--- src/rtl/prg_xlat_pkg.sv ---
package prg_xlat_pkg;
  localparam int OUTER_W = 3;
  localparam int INNER_W = 6;
  localparam int PAGE_W  = 13;
  localparam int NUM_WIN = 4;
  localparam int BANK_W  = OUTER_W + 4;
  localparam int ROM_AW  = BANK_W + PAGE_W;

  typedef enum logic [1:0] {
    MIR_VERT = 2'd0,
    MIR_HORZ = 2'd1,
    MIR_ONE0 = 2'd2,
    MIR_ONE1 = 2'd3
  } mir_mode_e;

  function automatic logic [INNER_W-1:0] size_mask(input logic [1:0] code);
    case (code)
      2'd0:    size_mask = 6'h3f;
      2'd1:    size_mask = 6'h1f;
      2'd2:    size_mask = 6'h2f;
      default: size_mask = 6'h0f;
    endcase
  endfunction
endpackage

--- src/rtl/prg_regs.sv ---
module prg_regs
  import prg_xlat_pkg::*;
(
  input  logic                              clk_i,
  input  logic                              rst_ni,
  input  logic                              wr_en_i,
  input  logic [15:0]                       wr_addr_i,
  input  logic [7:0]                        wr_data_i,
  output logic [NUM_WIN-1:0][INNER_W-1:0]   bank_o,
  output logic [OUTER_W-1:0]                outer_o,
  output logic [1:0]                        size_o,
  output mir_mode_e                         mir_o
);
  localparam logic [15:0] DEC_MASK = 16'hf003;
  localparam logic [13:0] BANK_GRP = 14'h2000;  // $8000 >> 2
  localparam logic [13:0] MISC_GRP = 14'h2400;  // $9000 >> 2

  logic [15:0] dec;
  logic        bank_we, misc_we;
  logic        unused_data;

  assign dec         = wr_addr_i & DEC_MASK;
  assign bank_we     = wr_en_i && (dec[15:2] == BANK_GRP);
  assign misc_we     = wr_en_i && (dec[15:2] == MISC_GRP);
  assign unused_data = ^wr_data_i[7:6];

  for (genvar g = 0; g < NUM_WIN; g++) begin : g_bank
    always_ff @(posedge clk_i or negedge rst_ni) begin
      if (!rst_ni)                          bank_o[g] <= '0;
      else if (bank_we && dec[1:0] == 2'(g)) bank_o[g] <= wr_data_i[INNER_W-1:0];
    end
  end

  always_ff @(posedge clk_i or negedge rst_ni) begin
    if (!rst_ni) begin
      outer_o <= '0;
      size_o  <= '0;
      mir_o   <= MIR_VERT;
    end else if (misc_we) begin
      case (dec[1:0])
        2'd0:    outer_o <= wr_data_i[5:3];
        2'd1:    size_o  <= wr_data_i[1:0];
        2'd2:    mir_o   <= mir_mode_e'(wr_data_i[1:0]);
        default: ;  // CHR base, not handled here
      endcase
    end
  end


  outer_load_chk: assert property (@(posedge clk_i) disable iff (!rst_ni)
    (wr_en_i && (wr_addr_i & 16'hf003) == 16'h9000) |=> outer_o == $past(wr_data_i[5:3]));

  size_load_chk: assert property (@(posedge clk_i) disable iff (!rst_ni)
    (wr_en_i && (wr_addr_i & 16'hf003) == 16'h9001) |=> size_o == $past(wr_data_i[1:0]));

  mir_load_chk: assert property (@(posedge clk_i) disable iff (!rst_ni)
    (wr_en_i && (wr_addr_i & 16'hf003) == 16'h9002) |=> mir_o == $past(wr_data_i[1:0]));

  bank_hold_chk: assert property (@(posedge clk_i) disable iff (!rst_ni)
    !(wr_en_i && wr_addr_i[15:12] == 4'h8) |=> $stable(bank_o));

  misc_hold_chk: assert property (@(posedge clk_i) disable iff (!rst_ni)
    !(wr_en_i && wr_addr_i[15:12] == 4'h9) |=> ($stable(outer_o) && $stable(size_o) && $stable(mir_o)));
endmodule

--- src/rtl/prg_addr_map.sv ---
module prg_addr_map
  import prg_xlat_pkg::*;
(
  input  logic                              clk_i,
  input  logic                              rst_ni,
  input  logic [NUM_WIN-1:0][INNER_W-1:0]   bank_i,
  input  logic [OUTER_W-1:0]                outer_i,
  input  logic [1:0]                        size_i,
  input  logic [15:0]                       cpu_addr_i,
  input  logic                              cpu_rd_i,
  output logic [ROM_AW-1:0]                 rom_addr_o,
  output logic                              rom_ce_o
);
  logic [INNER_W-1:0] inner, mask;
  logic [BANK_W-1:0]  bank_num;

  assign mask = size_mask(size_i);

  always_comb begin
    case (cpu_addr_i[15:13])
      3'd3:    inner = bank_i[3];
      3'd4:    inner = bank_i[0];
      3'd5:    inner = bank_i[1];
      3'd6:    inner = bank_i[2];
      default: inner = '1;  // fixed top window
    endcase
  end

  assign bank_num   = {outer_i, 4'b0000} | BANK_W'(inner & mask);
  assign rom_addr_o = {bank_num, cpu_addr_i[PAGE_W-1:0]};
  assign rom_ce_o   = cpu_rd_i && (cpu_addr_i[15:13] >= 3'd3);


  fixed_bank_chk: assert property (@(posedge clk_i) disable iff (!rst_ni)
    cpu_addr_i[15:13] == 3'd7 |-> rom_addr_o[PAGE_W+3:PAGE_W] == 4'hf);

  offset_chk: assert property (@(posedge clk_i) disable iff (!rst_ni)
    rom_addr_o[PAGE_W-1:0] == cpu_addr_i[PAGE_W-1:0]);

  ce_range_chk: assert property (@(posedge clk_i) disable iff (!rst_ni)
    rom_ce_o |-> (cpu_rd_i && cpu_addr_i >= 16'h6000));
endmodule

--- src/rtl/prg_mirror.sv ---
module prg_mirror
  import prg_xlat_pkg::*;
(
  input  logic      clk_i,
  input  logic      rst_ni,
  input  mir_mode_e mode_i,
  input  logic      ppu_a10_i,
  input  logic      ppu_a11_i,
  output logic      ciram_a10_o
);
  always_comb begin
    case (mode_i)
      MIR_VERT: ciram_a10_o = ppu_a10_i;
      MIR_HORZ: ciram_a10_o = ppu_a11_i;
      MIR_ONE0: ciram_a10_o = 1'b0;
      default:  ciram_a10_o = 1'b1;
    endcase
  end


  one_screen_chk: assert property (@(posedge clk_i) disable iff (!rst_ni)
    mode_i[1] |-> ciram_a10_o == mode_i[0]);
endmodule

--- src/rtl/prg_xlat_top.sv ---
module prg_xlat_top
  import prg_xlat_pkg::*;
(
  input  logic              clk_i,
  input  logic              rst_ni,
  input  logic              wr_en_i,
  input  logic [15:0]       wr_addr_i,
  input  logic [7:0]        wr_data_i,
  input  logic [15:0]       cpu_addr_i,
  input  logic              cpu_rd_i,
  input  logic              ppu_a10_i,
  input  logic              ppu_a11_i,
  output logic [ROM_AW-1:0] rom_addr_o,
  output logic              rom_ce_o,
  output logic              ciram_a10_o
);
  logic [NUM_WIN-1:0][INNER_W-1:0] bank;
  logic [OUTER_W-1:0]              outer;
  logic [1:0]                      size;
  mir_mode_e                       mir;

  prg_regs i_regs (
    .clk_i, .rst_ni, .wr_en_i, .wr_addr_i, .wr_data_i,
    .bank_o(bank), .outer_o(outer), .size_o(size), .mir_o(mir)
  );

  prg_addr_map i_map (
    .clk_i, .rst_ni, .bank_i(bank), .outer_i(outer), .size_i(size),
    .cpu_addr_i, .cpu_rd_i, .rom_addr_o, .rom_ce_o
  );

  prg_mirror i_mir (
    .clk_i, .rst_ni, .mode_i(mir), .ppu_a10_i, .ppu_a11_i, .ciram_a10_o
  );
endmodule

--- config.mk ---
export PLATFORM = sky130hd
export DESIGN_NAME = prg_xlat_top
export DESIGN_NICKNAME = d
export VERILOG_FILES = /design/src/rtl/prg_xlat_pkg.sv /design/src/rtl/prg_regs.sv /design/src/rtl/prg_addr_map.sv /design/src/rtl/prg_mirror.sv /design/src/rtl/prg_xlat_top.sv
export SDC_FILE = /design/constraint.sdc
export NUM_CORES = 1
export LEC_CHECK = 0
export BUFFER_PORTS_ARGS = -buffer_cell sky130_fd_sc_hd__buf_2
export CORE_ASPECT_RATIO = 1.75
export CORE_MARGIN = 5
export CORE_UTILIZATION = 40
export DETAILED_ROUTE_END_ITERATION = 10
export PLACE_DENSITY_LB_ADDON = 0.1
export SYNTH_ARGS = -nofsm -noshare
export SYNTH_HDL_FRONTEND = slang
export SYNTH_HIERARCHICAL = 1
export SYNTH_SLANG_ARGS = --single-unit
--- constraint.sdc ---
create_clock -name clk_i -period 2.3 [get_ports clk_i]
set_input_delay 0.345 -clock clk_i [delete_from_list [all_inputs] [get_ports clk_i]]
set_output_delay 0.345 -clock clk_i [all_outputs]
set_load 0.03 [all_outputs]
==> results.toml <==
[job]
max_cap_viol_count = 0

[layout]
fin_area_um2 = 1790
drive_gt1_frac = 0.327
area_growth_pct = 9.47
layout.nets = 192
antenna_cells = 0

[synthesis]
async_flop_share = 1.00
synth_common_cells = "dfrtp_1, mux2_1, buf_4"
synth_cells = 128
yosysMostFrequentCell = "dfrtp_1"
ys_seq_area_frac = 0.473
synth_cell_type_count = 29
synth_nets = 174
synth_edf_count = 0
synth_top_area_frac = 0.473
synth_top_flop_cell = "dfrtp_1"
synth_warnings = 6
synth_seq_cells = 31
synth_area_um2 = 1640
post-synth-top-area-cell = "dfrtp_1"
avgSynthCellArea_um2 = 12.8
synthTopCellsByArea = "dfrtp_1, mux2_1, buf_4"

[timing]
min_period_ns = 1.80
finalHoldViolCount = 0
rsz0062_at_grt = "false"
setup_tns_ns = 0
min_period_over_period = 0.781
max_freq_mhz = 556
slew_viol_final = 0
setup_viol = 0
max_slew_margin = 0.541
worstMarginPinSlew_ns = 0.688
skew_ns = 0

[grt]
grt_max_degree = 32
overflow = 0
grt_pass1_vias = 1107
antenna_found_initial = 0
grt_pass1_wl_um = 5660
grt_usage = 0.138

[power_and_ir_drop]
p_total_mw = 1.35
power.density_nw_per_um2 = 753
pwr-share-seq = 0.485
ir_worst_vdd_mv = 0.450
power_leakage_nw = 0.915
comb_power_share = 0.175
power_switching_share = 0.258
clkPwrFrac = 0.340
p_sw_mw = 0.349
intPower_mw = 1.00

[clock_network]
clk_latency_ns = 0.27
cts_tree = "built"
clockRootBuffer = "clkbuf_8"
hold_buffers = 0
numCtsBuffers = 5
clock_path_buffers = 2
clk_pin_slew_ns = 0.06
post_cts_buffers = 0
cts_resized = 0
clock-sinks = 31
cts_htree_levels = 2

[detailed_routing]
vias = 1039
finalWirelength_um = 3340
ant_nets = 0
drcViolationCount = 0
drt_iter0_drc = 14
vias_per_cell = 5.33
wire_per_inst_um = 17.1
firstDrtPassIters = 4

[placed_design]
dpl_cell_area_um2 = 1690
io_buffers = 29
gp_congestion = 0.728

[setup_path]
reg2reg_from = "i_regs/size_o[1]$_DFFE_PN0P_"
reg2reg_to = "i_regs/size_o[1]$_DFFE_PN0P_"
critPathArrivalTime_ns = 1.45
critPathKind = "in2out"
cp-start-kind = "primary input"
worst_ep_required_time_ns = 1.96
regToRegSetupSlack_ns = 1.49
end_kind = "output pin"
crit_fanout = 12
reg2reg_depth = 1

[floorplanning]
die_h_um = 94.7
die_w_um = 58.4
die-area_um2 = 5530
core_area_um2 = 3940
io_pins = 68
rows = 30
start_util = 0.416

[hold_path]
hold_path.class = "in2async"

[status]
status = "complete, no violations"
==> through the flow <==
stage / hold WS [ns] / util / instances / setup WS [ns]
6_report: 0.101 / 0.455 / 195 / 0.503
3_5_place_dp: 0.435 / 0.430 / 187 / 0.451
3_3_place_gp: 0.425 / 0.430 / 187 / 0.485
5_1_grt: 0.159 / 0.455 / 195 / 0.443
2_1_floorplan: 0.0494 / - / 128 / 0.739
4_1_cts: 0.133 / 0.455 / 195 / 0.502
==> cell type report <==
| cell class | instances | area, um2 |
|---|---|---|
| clock buffers | 8 | 100 |
| fillers | 403 | 2150 |
| inverters | 1 | 3.75 |
| multi-input cells | 78 | 709 |
| flip-flops and latches | 31 | 776 |
| well taps | 48 | 60.1 |
| repair buffers | 29 | 145 |
==> layout by cell type (no fill, tap or decap), drive strengths merged, types with 2 or more instances in the layout <==
cell / n
mux2i: 2
clkbuf: 8
nand2: 4
o21ba: 2
o22ai: 3
nand2b: 2
nor3b: 2
nand3b: 2
mux2: 35
o21ai: 4
a211o: 2
buf: 29
a21oi: 4
dfrtp: 31
nor3: 2
nor2: 5
nand4b: 2
==> worst max-delay path, cell delays in order <==
cell and delay [ns]:
buf_2 0.29, nand3b_4 0.17, o21ba_1 0.20, a211o_1 0.26, buf_2 0.18
==> metal layers <==
metal / wire, um / share of wire / track usage / vias up
met3: 252 / 0.076 / 0.0492 / 4
met1: 1450 / 0.44 / 0.172 / 499
li1: - / - / - / 484
met4: 31 / 0.0093 / 0.0580 / 0
met5: 0 / 0 / 0 / -
met2: 1600 / 0.48 / 0.214 / 52
==> flip-flops by register name (all words and copies together), names as in the netlist <==
name	cells
i_regs/bank_o	24
i_regs/mir_o	2
i_regs/outer_o	3
i_regs/size_o	2
==> power groups by stage <==
stage / clock network (mW) / registers [mW] / logic (mW)
final: 0.460 / 0.655 / 0.237
after global routing: 0.498 / 0.663 / 0.263
after CTS: 0.478 / 0.656 / 0.242
after detailed placement: 0 / 0.666 / 0.241
after global placement: 0 / 0.662 / 0.235
after floorplan: 0 / 0.653 / 0.215
==> logic make-up after synthesis <==
logic type | share of synthesized area
compound gates | 0.0679
buf+inv | 0.0939
flops | 0.473
mux | 0.266
simple gates | 0.0985
==> how the worst max path moves through the flow <==
| stage | slack, ns | start | end |
|---|---|---|---|
| floorplan | 0.74 | cpu_addr_i[14] | rom_addr_o[13] |
| global placement | 0.48 | wr_addr_i[14] | i_regs/bank_o[20]$_DFFE_PN0P_ |
| detailed placement | 0.45 | wr_addr_i[14] | i_regs/bank_o[22]$_DFFE_PN0P_ |
| CTS | 0.50 | cpu_addr_i[14] | rom_addr_o[17] |
| global route | 0.44 | cpu_addr_i[14] | rom_addr_o[17] |
| finish | 0.50 | cpu_addr_i[14] | rom_addr_o[17] |
No activity file was read; power rests on OpenSTA's default activity.
